[config.mk]
export PLATFORM = sky130hd
export DESIGN_NAME = ibyte_parser
export DESIGN_NICKNAME = d
export VERILOG_FILES = /design/src/rtl/ibp_pkg.sv /design/src/rtl/ibp_prefix_acc.sv /design/src/rtl/ibp_seq.sv /design/src/rtl/ibyte_parser.sv
export SDC_FILE = /design/constraint.sdc
export NUM_CORES = 1
export LEC_CHECK = 0
export BUFFER_PORTS_ARGS = -buffer_cell sky130_fd_sc_hd__buf_2
export CELL_PAD_IN_SITES_DETAIL_PLACEMENT = 0
export CELL_PAD_IN_SITES_GLOBAL_PLACEMENT = 1
export CORE_UTILIZATION = 30
export CTS_CLUSTER_SIZE = 20
export DETAILED_ROUTE_END_ITERATION = 12
export PLACE_DENSITY = 0.74
export SYNTH_ARGS = -nofsm -noshare
export SYNTH_HDL_FRONTEND = slang
export SYNTH_SLANG_ARGS = --single-unit
[constraint.sdc]
create_clock -name clk -period 2.1 [get_ports clk]
set_input_delay 0.42 -clock clk [delete_from_list [all_inputs] [get_ports clk]]
set_output_delay 0.42 -clock clk [all_outputs]
set_load 0.1 [all_outputs]
[src/rtl/ibp_pkg.sv]
package ibp_pkg;

  typedef enum logic [2:0] {
    ST_OPC, ST_MRM, ST_DLO, ST_DHI, ST_ILO, ST_IHI, ST_HOLD
  } st_e;

  typedef enum logic [1:0] {
    OC_UNSUP, OC_ONE, OC_MRM, OC_MRM_IMM
  } ocls_e;

  typedef struct packed {
    logic       rep;
    logic       repne;
    logic       lock;
    logic       opsz;
    logic       adsz;
    logic       seg_v;
    logic [1:0] seg;
  } pfx_t;

  function automatic logic is_prefix(input logic [7:0] b);
    case (b)
      8'hF3, 8'hF2, 8'hF0, 8'h66, 8'h67,
      8'h26, 8'h2E, 8'h36, 8'h3E: is_prefix = 1'b1;
      default:                    is_prefix = 1'b0;
    endcase
  endfunction

  // {valid, code}: ES=0, CS=1, SS=2, DS=3
  function automatic logic [2:0] seg_of(input logic [7:0] b);
    case (b)
      8'h26:   seg_of = 3'b100;
      8'h2E:   seg_of = 3'b101;
      8'h36:   seg_of = 3'b110;
      8'h3E:   seg_of = 3'b111;
      default: seg_of = 3'b000;
    endcase
  endfunction

  function automatic ocls_e classify(input logic [7:0] op);
    if (op[7:2] == 6'b100010)                   classify = OC_MRM;
    else if (op == 8'h8F)                       classify = OC_MRM;
    else if (op[7:1] == 7'b1100011)             classify = OC_MRM_IMM;
    else if (op[7:3] == 5'b01011)               classify = OC_ONE;
    else if (op == 8'h07 || op == 8'h17 || op == 8'h1F) classify = OC_ONE;
    else                                        classify = OC_UNSUP;
  endfunction

  function automatic logic [1:0] disp_bytes(input logic [1:0] md, input logic [2:0] rm);
    case (md)
      2'b00:   disp_bytes = (rm == 3'b110) ? 2'd2 : 2'd0;
      2'b01:   disp_bytes = 2'd1;
      2'b10:   disp_bytes = 2'd2;
      default: disp_bytes = 2'd0;
    endcase
  endfunction

  function automatic logic [1:0] imm_bytes(input ocls_e c, input logic w);
    if (c == OC_MRM_IMM) imm_bytes = w ? 2'd2 : 2'd1;
    else                 imm_bytes = 2'd0;
  endfunction

  function automatic logic [15:0] sext8(input logic [7:0] b);
    sext8 = {{8{b[7]}}, b};
  endfunction

endpackage

[src/rtl/ibp_prefix_acc.sv]
module ibp_prefix_acc
  import ibp_pkg::*;
#(
  parameter int MAX_PFX = 4,
  localparam int CNT_W = $clog2(MAX_PFX + 1)
) (
  input  logic             clk,
  input  logic             rst_n,
  input  logic             take,
  input  logic             clr,
  input  logic [7:0]       pbyte,
  output pfx_t             flags,
  output logic [CNT_W-1:0] cnt,
  output logic             room
);

  logic [2:0] seg_code;
  assign seg_code = seg_of(pbyte);
  assign room     = (cnt < CNT_W'(MAX_PFX));

  always_ff @(posedge clk) begin
    if (!rst_n || clr) begin
      flags <= '0;
      cnt   <= '0;
    end else if (take) begin
      cnt <= cnt + 1'b1;
      case (pbyte)
        8'hF3:   flags.rep   <= 1'b1;
        8'hF2:   flags.repne <= 1'b1;
        8'hF0:   flags.lock  <= 1'b1;
        8'h66:   flags.opsz  <= 1'b1;
        8'h67:   flags.adsz  <= 1'b1;
        default: begin
          if (seg_code[2]) begin
            flags.seg_v <= 1'b1;
            flags.seg   <= seg_code[1:0];
          end
        end
      endcase
    end
  end

  AST_PFX_BOUND: assert property (@(posedge clk) disable iff (!rst_n)
    cnt <= CNT_W'(MAX_PFX));

  AST_SEG_LATEST: assert property (@(posedge clk) disable iff (!rst_n)
    (take && !clr && seg_code[2]) |=> (flags.seg_v && flags.seg == $past(seg_code[1:0])));

endmodule

[src/rtl/ibp_seq.sv]
module ibp_seq
  import ibp_pkg::*;
#(
  parameter int LEN_W = 4
) (
  input  logic             clk,
  input  logic             rst_n,
  input  logic             in_valid,
  input  logic [7:0]       in_byte,
  output logic             in_ready,
  input  logic             pfx_room,
  output logic             pfx_take,
  output logic             rec_done,
  output logic             out_valid,
  input  logic             out_ready,
  output logic [7:0]       opc_q,
  output logic [7:0]       mrm_q,
  output logic [15:0]      disp_q,
  output logic [15:0]      imm_q,
  output logic [LEN_W-1:0] len_q,
  output logic             unsup_q
);

  st_e        st;
  logic       byte_acc;
  ocls_e      cls_in, cls_q;
  logic [1:0] dn_in, dn_q, in_n;

  assign in_ready  = (st != ST_HOLD);
  assign out_valid = (st == ST_HOLD);
  assign byte_acc  = in_valid && in_ready;
  assign rec_done  = out_valid && out_ready;
  assign pfx_take  = byte_acc && (st == ST_OPC) && is_prefix(in_byte) && pfx_room;

  assign cls_in = classify(in_byte);
  assign cls_q  = classify(opc_q);
  assign dn_in  = disp_bytes(in_byte[7:6], in_byte[2:0]);
  assign dn_q   = disp_bytes(mrm_q[7:6], mrm_q[2:0]);
  assign in_n   = imm_bytes(cls_q, opc_q[0]);

  always_ff @(posedge clk) begin
    if (!rst_n) begin
      st      <= ST_OPC;
      opc_q   <= '0;
      mrm_q   <= '0;
      disp_q  <= '0;
      imm_q   <= '0;
      len_q   <= '0;
      unsup_q <= 1'b0;
    end else begin
      if (byte_acc) len_q <= len_q + 1'b1;
      case (st)
        ST_OPC: if (byte_acc && !pfx_take) begin
          opc_q <= in_byte;
          case (cls_in)
            OC_UNSUP: begin unsup_q <= 1'b1; st <= ST_HOLD; end
            OC_ONE:   st <= ST_HOLD;
            default:  st <= ST_MRM;
          endcase
        end
        ST_MRM: if (byte_acc) begin
          mrm_q <= in_byte;
          if (dn_in != 2'd0)      st <= ST_DLO;
          else if (in_n != 2'd0)  st <= ST_ILO;
          else                    st <= ST_HOLD;
        end
        ST_DLO: if (byte_acc) begin
          if (dn_q == 2'd2) begin
            disp_q <= {8'h00, in_byte};
            st     <= ST_DHI;
          end else begin
            disp_q <= sext8(in_byte);
            st     <= (in_n != 2'd0) ? ST_ILO : ST_HOLD;
          end
        end
        ST_DHI: if (byte_acc) begin
          disp_q[15:8] <= in_byte;
          st           <= (in_n != 2'd0) ? ST_ILO : ST_HOLD;
        end
        ST_ILO: if (byte_acc) begin
          imm_q <= {8'h00, in_byte};
          st    <= (in_n == 2'd2) ? ST_IHI : ST_HOLD;
        end
        ST_IHI: if (byte_acc) begin
          imm_q[15:8] <= in_byte;
          st          <= ST_HOLD;
        end
        ST_HOLD: if (out_ready) begin
          opc_q   <= '0;
          mrm_q   <= '0;
          disp_q  <= '0;
          imm_q   <= '0;
          len_q   <= '0;
          unsup_q <= 1'b0;
          st      <= ST_OPC;
        end
        default: st <= ST_OPC;
      endcase
    end
  end

  AST_HOLD_STABLE: assert property (@(posedge clk) disable iff (!rst_n)
    (out_valid && !out_ready) |=> (out_valid && !in_ready && $stable(opc_q) && $stable(mrm_q)
      && $stable(disp_q) && $stable(imm_q) && $stable(len_q)));

  AST_DISP8_SEXT: assert property (@(posedge clk) disable iff (!rst_n)
    (byte_acc && st == ST_DLO && dn_q == 2'd1) |=> (disp_q[15:8] == {8{disp_q[7]}}));

  AST_LEN_NONZERO: assert property (@(posedge clk) disable iff (!rst_n)
    out_valid |-> (len_q != '0));

endmodule

[src/rtl/ibyte_parser.sv]
module ibyte_parser
  import ibp_pkg::*;
#(
  parameter int MAX_PFX = 4,
  localparam int CNT_W = $clog2(MAX_PFX + 1),
  localparam int LEN_W = $clog2(MAX_PFX + 7)
) (
  input  logic             clk,
  input  logic             rst_n,
  input  logic             in_valid,
  input  logic [7:0]       in_byte,
  output logic             in_ready,
  output logic             out_valid,
  input  logic             out_ready,
  output logic             out_rep,
  output logic             out_repne,
  output logic             out_lock,
  output logic             out_opsz,
  output logic             out_adsz,
  output logic             out_seg_v,
  output logic [1:0]       out_seg,
  output logic [7:0]       out_opcode,
  output logic             out_d,
  output logic             out_w,
  output logic [1:0]       out_mod,
  output logic [2:0]       out_reg,
  output logic [2:0]       out_rm,
  output logic [15:0]      out_disp,
  output logic [15:0]      out_imm,
  output logic [LEN_W-1:0] out_len,
  output logic             out_unsup
);

  pfx_t             flags;
  logic [CNT_W-1:0] pfx_cnt;
  logic             pfx_room, pfx_take, rec_done;
  logic [7:0]       mrm;

  ibp_prefix_acc #(.MAX_PFX(MAX_PFX)) u_pfx (
    .clk   (clk),
    .rst_n (rst_n),
    .take  (pfx_take),
    .clr   (rec_done),
    .pbyte (in_byte),
    .flags (flags),
    .cnt   (pfx_cnt),
    .room  (pfx_room)
  );

  ibp_seq #(.LEN_W(LEN_W)) u_seq (
    .clk       (clk),
    .rst_n     (rst_n),
    .in_valid  (in_valid),
    .in_byte   (in_byte),
    .in_ready  (in_ready),
    .pfx_room  (pfx_room),
    .pfx_take  (pfx_take),
    .rec_done  (rec_done),
    .out_valid (out_valid),
    .out_ready (out_ready),
    .opc_q     (out_opcode),
    .mrm_q     (mrm),
    .disp_q    (out_disp),
    .imm_q     (out_imm),
    .len_q     (out_len),
    .unsup_q   (out_unsup)
  );

  assign out_rep   = flags.rep;
  assign out_repne = flags.repne;
  assign out_lock  = flags.lock;
  assign out_opsz  = flags.opsz;
  assign out_adsz  = flags.adsz;
  assign out_seg_v = flags.seg_v;
  assign out_seg   = flags.seg;
  assign out_d     = out_opcode[1];
  assign out_w     = out_opcode[0];
  assign out_mod   = mrm[7:6];
  assign out_reg   = mrm[5:3];
  assign out_rm    = mrm[2:0];

  // expected length rebuilt from the record's own fields
  ocls_e            rec_cls;
  logic [LEN_W-1:0] body_len, sum_len;
  assign rec_cls  = classify(out_opcode);
  assign body_len = LEN_W'(1)
                  + ((rec_cls == OC_ONE) ? LEN_W'(0) : LEN_W'(1))
                  + LEN_W'(disp_bytes(out_mod, out_rm))
                  + LEN_W'(imm_bytes(rec_cls, out_w));
  assign sum_len  = LEN_W'(pfx_cnt) + body_len;

  AST_LEN_SUM: assert property (@(posedge clk) disable iff (!rst_n)
    (out_valid && !out_unsup) |-> (out_len == sum_len));

  AST_UNSUP_SHORT: assert property (@(posedge clk) disable iff (!rst_n)
    (out_valid && out_unsup) |-> (out_len == LEN_W'(pfx_cnt) + LEN_W'(1)
      && mrm == 8'h00 && out_disp == 16'h0 && out_imm == 16'h0));

  AST_CLEAN_RESTART: assert property (@(posedge clk) disable iff (!rst_n)
    rec_done |=> (out_len == '0 && !out_seg_v && !out_lock));

endmodule

==> out/qor.yml, run 1 <==
setup_path:
  critPathLaunchType: "flop"
  worstPathMaxFanout: 15
  setup.worst_path.end_class: "output port"
  worstPathCellList: "buf_4 -> and3_4 -> clkinvlp_4 -> buf_4 -> buf_12"
  path_buf_inv: 4
  crit_cells: 5
  criticalPathCategory: "reg -> out"
  critPathTopFamily: "buffers and inverters"
  critPathMaxStageDelay_ns: 0.35
  crit_required_ns: 1.68
  worstRegToRegCells: 6
  ff2ff_setup_slack_ns: 0.16
  crit_slowest_cell: "dfxtp_1"
  cp.arrival_ns: 1.61
  crit_path_frequent_cell: "buf_4"
sta:
  relSlewSlack: 0.592
  worst_pin_slew_ns: 0.612
  drv_slew: 0
  timing.hold.ws_ns: 0.417
  skew_ns: 0.0103
  setup_viol: 0
  period_share: 0.965
  final_hold_viol_count: 0
  max_freq_ghz: 0.494
  layout_min_cycle_time_ns: 2.03
  rsz0062_at_grt: "no"
synth:
  synth.top_cell.area_share: 0.453
  synthesis.area_sq_um: 2960
  syn_area_per_cell_sq_um: 8.71
  yosysMostFrequentCell: "dfxtp_1"
  synth_flop_cell: "dfxtp_1"
  ys_types: 59
  yosysTopAreaCell: "dfxtp_1"
  synth-seq-cells: 67
  synth_edf_count: 0
  yosys_warnings: 0
  seq_area_frac_synth: 0.453
  synthArstFlopShare: 0
  syn_nets: 354
  netlist_instances: 340
  yosys-top-cells-count: "67 x dfxtp_1, 50 x nor2_1, 30 x a21oi_1"
  synth_area_leaders: "dfxtp_1 45%, nor2_1 6.3%, a21oi_1 5.1%, a31oi_1 4.4%, a22oi_1 4.1%"
pwr:
  ir_worst_vdd_v: 0.000617
  clockPowerShare: 0.303
  power_mw: 4.53
  power_density_nw_per_um2: 1130
  cellLeakagePower_nw: 1.79
  power_switching_mw: 1.84
  pwr-share-seq: 0.320
  sw_frac_of_total: 0.407
  p_comb_frac: 0.376
  internal_power_mw: 2.69
clock_tree:
  cts_num_sinks: 67
  tritoncts: "done"
  insertion_delay_ns: 0.35
  cts_htree_levels: 3
  clk_path_buf_depth: 2
  cts_hold_buf: 0
  clock-root-buffer: "clkbuf_8"
  clkTransAtPathRegs_ns: 0.08
  cts_buffers: 9
place:
  place_congestion: 0.829
  hpwl_microns: 6110
  port_buffers: 76
routing:
  antenna_left: 0
  vias: 2867
  top_layer: "met4"
  met1_length_microns: 4080
  wl_per_cell_microns: 15.3
  dr_wl_met3_microns: 634
  drt_wl_total_microns: 8800
  drc: 0
  drt_iter0_drc: 130
  wl_met2_microns: 3900
  vias_per_cell: 4.97
  dr.pass1.iters: 5
finish:
  finalNetCount: 457
  synthToLayoutAreaGrowth_pct: 35.6
  drive_gt1_frac: 0.346
  utilization: 0.426
  n_antenna_cell: 0
floorplanning:
  die_w_microns: 101
  num_rows: 35
  die_y_microns: 101
  num_io_pins: 77
  start_util: 0.315
  coreArea_sq_um: 9420
  dieArea_sq_um: 10300
grt:
  first_global_vias: 2690
  grt_pass1_wl_microns: 13800
  overflow: 0
  grt_max_degree: 36
  track_usage: 0.178
  antenna_found_initial: 0
run_status:
  status: "finished clean"
job:
  drv_cap: 0
hold_path:
  min_path_type: "in -> reg"
  hold_depth: 3
[repair_timing]
item,CTS,global route
gates resized for setup,1,2
endpoints found under the setup margin,1,10
buffers inserted,1,0
pin swaps,0,0
[kinds of logic after synthesis]
kind of cell               Yosys count  synth area share
xor gates and xnor gates             2           0.00592
DFF                                 67             0.453
buffers and inverters               32            0.0465
and+or+nand+nor                    120             0.213
AOI/OAI and AO/OA                  113             0.259
adders and majority gates            2           0.00845
muxes                                4            0.0135
[final cells by class]
type / instances / area (sq um)
Inverter: 7 / 30.0
Fill cell: 950 / 5400
Sequential cell: 67 / 1350
Tap cell: 129 / 161
Clock buffer: 12 / 165
Clock inverter: 4 / 95.1
Multi-Input combinational cell: 241 / 1490
Timing Repair Buffer: 117 / 719
[power groups by stage]
stage               clock network [mW]  registers, mW  logic, mW
floorplan                            0           2.17      0.632
global placement                     0           1.48       1.68
detailed placement                   0           1.48       1.69
CTS                               1.41           1.45       1.71
global route                      1.47           1.47       1.81
finish                            1.38           1.45       1.71
[worst paths after layout]
check	startpoint	to
setup / recovery	u_seq.st[2]	in_ready
hold / removal	in_byte[1]	u_pfx.flags[3]
setup reg to reg	u_seq.st[1]	u_pfx.flags[7]
hold reg to reg	u_seq.unsup_q	u_seq.unsup_q
[metrics by stage]
step	TNS (ns)	setup WS, ns	cells	area [sq um]
global route	0	0.0156	577	4020
detailed placement	-1.59	-0.165	560	3730
finish	0	0.0745	577	4020
floorplan	0	0.0163	340	2980
global placement	-0.837	-0.0863	560	3730
CTS	0	0.0306	577	4010
[cells in the final DEF (no fill, tap or decap), types with 5 or more instances in the layout]
| cell type | instances |
|---|---|
| nand3_1 | 7 |
| buf_2 | 75 |
| o21ai_0 | 14 |
| nand2_1 | 12 |
| a22o_1 | 9 |
| clkbuf_8 | 12 |
| inv_1 | 5 |
| a21oi_1 | 30 |
| dfxtp_2 | 8 |
| a31oi_1 | 21 |
| nor2b_1 | 11 |
| dfxtp_1 | 59 |
| buf_4 | 39 |
| a22oi_1 | 16 |
| nor3_1 | 7 |
| and3_1 | 8 |
| nor2_1 | 50 |
[worst register-to-register path: cells and delay by family (launching register included)]
| family | cells | cell delay (ns) |
|---|---|---|
| flip-flops | 1 | 0.33 |
| buffers and inverters | 1 | 0.17 |
| AO/OA/AOI/OAI | 1 | 0.14 |
| AND/OR/NAND/NOR | 4 | 1.23 |
[flip-flops by register name (all words and copies together), names as in the netlist]
signal,count
u_pfx.flags,8
u_seq.disp_q,16
u_seq.unsup_q,1
u_seq.mrm_q,8
u_seq.len_q,4
u_seq.opc_q,8
u_seq.st,3
u_seq.imm_q,16
u_pfx.cnt,3
[per-layer routing]
metal,global-route usage,vias up
met4,0.0992,0
met1,0.228,1316
met5,0,-
li1,-,1450
met2,0.275,88
met3,0.0421,13
Power figures use the tool's default switching activity.
==> run 2: changes to the inputs <==
ABC_AREA = 1   (was not set)
PLACE_DENSITY = 0.76   (was 0.74)
==> run 2 against run 1 <==
Via count grew 4.5%. Wire length down 1.1%. Register-to-register slack better by 0.15 ns. Maximum frequency grew 3.8%. Hold slack worse by 0.0045 ns. Combinational power rose by 130%. Clock power shrank 17%. Flip-flop and latch count unchanged. Synthesized cell count grew 24%. Power grew 54%. Die area is 4.7% higher. Highest routed layer unchanged.
==> out/qor.yml, run 2 <==
run_status:
  status: "finished clean"
grt:
  first_global_vias: 2814
  antenna_found_initial: 0
  track_usage: 0.168
  grt_max_degree: 26
  overflow: 0
  grt_pass1_wl_microns: 14400
pwr:
  clockPowerShare: 0.164
  pwr-share-seq: 0.264
  p_comb_frac: 0.572
  power_density_nw_per_um2: 1820
  sw_frac_of_total: 0.591
  cellLeakagePower_nw: 1.85
  power_mw: 6.97
  internal_power_mw: 2.85
  power_switching_mw: 4.12
  ir_worst_vdd_v: 0.00115
synth:
  synth_flop_cell: "dfxtp_1"
  netlist_instances: 420
  syn_nets: 434
  yosys-top-cells-count: "70 x nand2_1, 67 x dfxtp_1, 54 x nor2_1"
  synth.top_cell.area_share: 0.432
  synth_area_leaders: "dfxtp_1 43%, nand2_1 8.5%, a21oi_1 6.8%, nor2_1 6.5%, nand3_1 6.0%"
  yosysTopAreaCell: "dfxtp_1"
  ys_types: 37
  seq_area_frac_synth: 0.432
  yosysMostFrequentCell: "nand2_1"
  yosys_warnings: 0
  synthesis.area_sq_um: 3100
  syn_area_per_cell_sq_um: 7.39
  synthArstFlopShare: 0
  synth_edf_count: 0
  synth-seq-cells: 67
sta:
  max_freq_ghz: 0.512
  relSlewSlack: 0.537
  final_hold_viol_count: 0
  rsz0062_at_grt: "no"
  layout_min_cycle_time_ns: 1.95
  setup_tns_ns: 0
  drv_slew: 0
  skew_ns: 0.0120
  setup_viol: 0
  period_share: 0.929
  worst_pin_slew_ns: 0.694
setup_path:
  ff2ff_setup_slack_ns: 0.31
  cp.arrival_ns: 1.53
  setup.worst_path.end_class: "output port"
  critPathTopFamily: "flip-flops"
  crit_slowest_cell: "dfxtp_1"
  criticalPathCategory: "reg -> out"
  worstPathMaxFanout: 13
  critPathLaunchType: "flop"
  crit_required_ns: 1.68
  critPathMaxStageDelay_ns: 0.49
  reg2reg_from: "u_seq.st[1]"
  worstPathCellList: "nand3_4 -> buf_4 -> buf_4"
  crit_path_frequent_cell: "buf_4"
  startpoint: "u_seq.st[1]"
  path_buf_inv: 2
finish:
  n_antenna_cell: 0
  layout_commonest_cell: "buf_2"
  reg_top3: "u_seq.disp_q: 16 flops, u_seq.imm_q: 16 flops"
  final_cell_mix: "74 x buf_2, 70 x nand2_1, 65 x dfxtp_1"
  final_cells: 635
  synthToLayoutAreaGrowth_pct: 23.1
  drive_gt1_frac: 0.279
  finalNetCount: 511
job:
  drv_cap: 0
clock_tree:
  insertion_delay_ns: 0.35
  clk_path_buf_depth: 2
  clkTransAtPathRegs_ns: 0.08
  tritoncts: "done"
  post-cts-setup-buffers: 0
  cts_buffers: 9
  cts_num_sinks: 67
  clock-root-buffer: "clkbuf_8"
  cts_htree_levels: 3
routing:
  dr.pass1.iters: 5
  drt_iter0_drc: 163
  vias_per_cell: 4.72
  vias: 2995
  antenna_left: 0
  drc: 0
  wl_per_cell_microns: 13.7
  drt_wl_total_microns: 8710
hold_path:
  hold_path_startpoint: "in_byte[7]"
  min_path_type: "in -> reg"
floorplanning:
  die_w_microns: 104
  num_rows: 36
  num_io_pins: 77
  die_y_microns: 104
  start_util: 0.313
  dieArea_sq_um: 10800
  coreArea_sq_um: 9910
place:
  place_congestion: 0.883
  port_buffers: 76
  hpwl_microns: 6650
  dpl.cell_count: 619
## run 2: per-layer routing
metal | vias up | track usage | part of all wire
met5 | - | 0 | 0
met4 | 0 | 0.0735 | 0.024
met3 | 18 | 0.0390 | 0.044
met2 | 68 | 0.261 | 0.45
met1 | 1375 | 0.223 | 0.48
li1 | 1534 | - | -
## run 2: area by class of cell
cell class | instances | area [sq um]
Clock inverter | 7 | 82.6
Clock buffer | 9 | 124
Multi-Input combinational cell | 284 | 1440
Fill cell | 1046 | 6090
Timing Repair Buffer | 86 | 473
Sequential cell | 67 | 1340
Inverter | 49 | 191
Tap cell | 133 | 166
## run 2: through the flow
step / util / hold WS, ns / cell area, sq um / worst slack, ns
2_1_floorplan: - / 0.430 / 3100 / 0.227
3_3_place_gp: 0.364 / 0.443 / 3610 / 0.174
3_5_place_dp: 0.364 / 0.446 / 3610 / 0.158
4_1_cts: 0.385 / 0.398 / 3820 / 0.0638
5_1_grt: 0.385 / 0.415 / 3820 / 0.0891
6_report: 0.385 / 0.412 / 3820 / 0.148
## run 2: power groups by stage
stage	logic, mW	registers, mW	clock network (mW)
after floorplan	1.34	3.92	0
after global placement	3.97	1.85	0
after detailed placement	3.99	1.86	0
after CTS	4.00	1.84	1.16
after global routing	4.20	1.88	1.24
final	3.99	1.84	1.14
## run 2: final timing paths
| kind | depth (start not counted) | to |
|---|---|---|
| max | 3 | in_ready |
| min | 3 | u_seq.disp_q[15] |
| max reg2reg | 8 | u_seq.opc_q[4] |
| min reg2reg | 2 | u_seq.unsup_q |
## run 2: what timing repair did
| item | in CTS | in global routing |
|---|---|---|
| pin swaps | 0 | 0 |
| hold buffers | 0 | 0 |
| resized for setup | 1 | 2 |
| setup endpoints to repair | 1 | 1 |
## run 2: cell families after synthesis
family / share of synthesized area
buf+inv: 0.104
fa+ha+maj: 0.00806
simple gates: 0.269
flops: 0.432
compound gates: 0.187
## run 2: worst reg2reg max path, stage by stage (launching register included)
cell and delay, ns:
dfxtp_1 0.40, nor3_2 0.34, nand2_1 0.12, nor2_1 0.14, nand2_2 0.21, nand2_4 0.19, nand2_4 0.10, nand3_1 0.10
a21oi_1 0.07
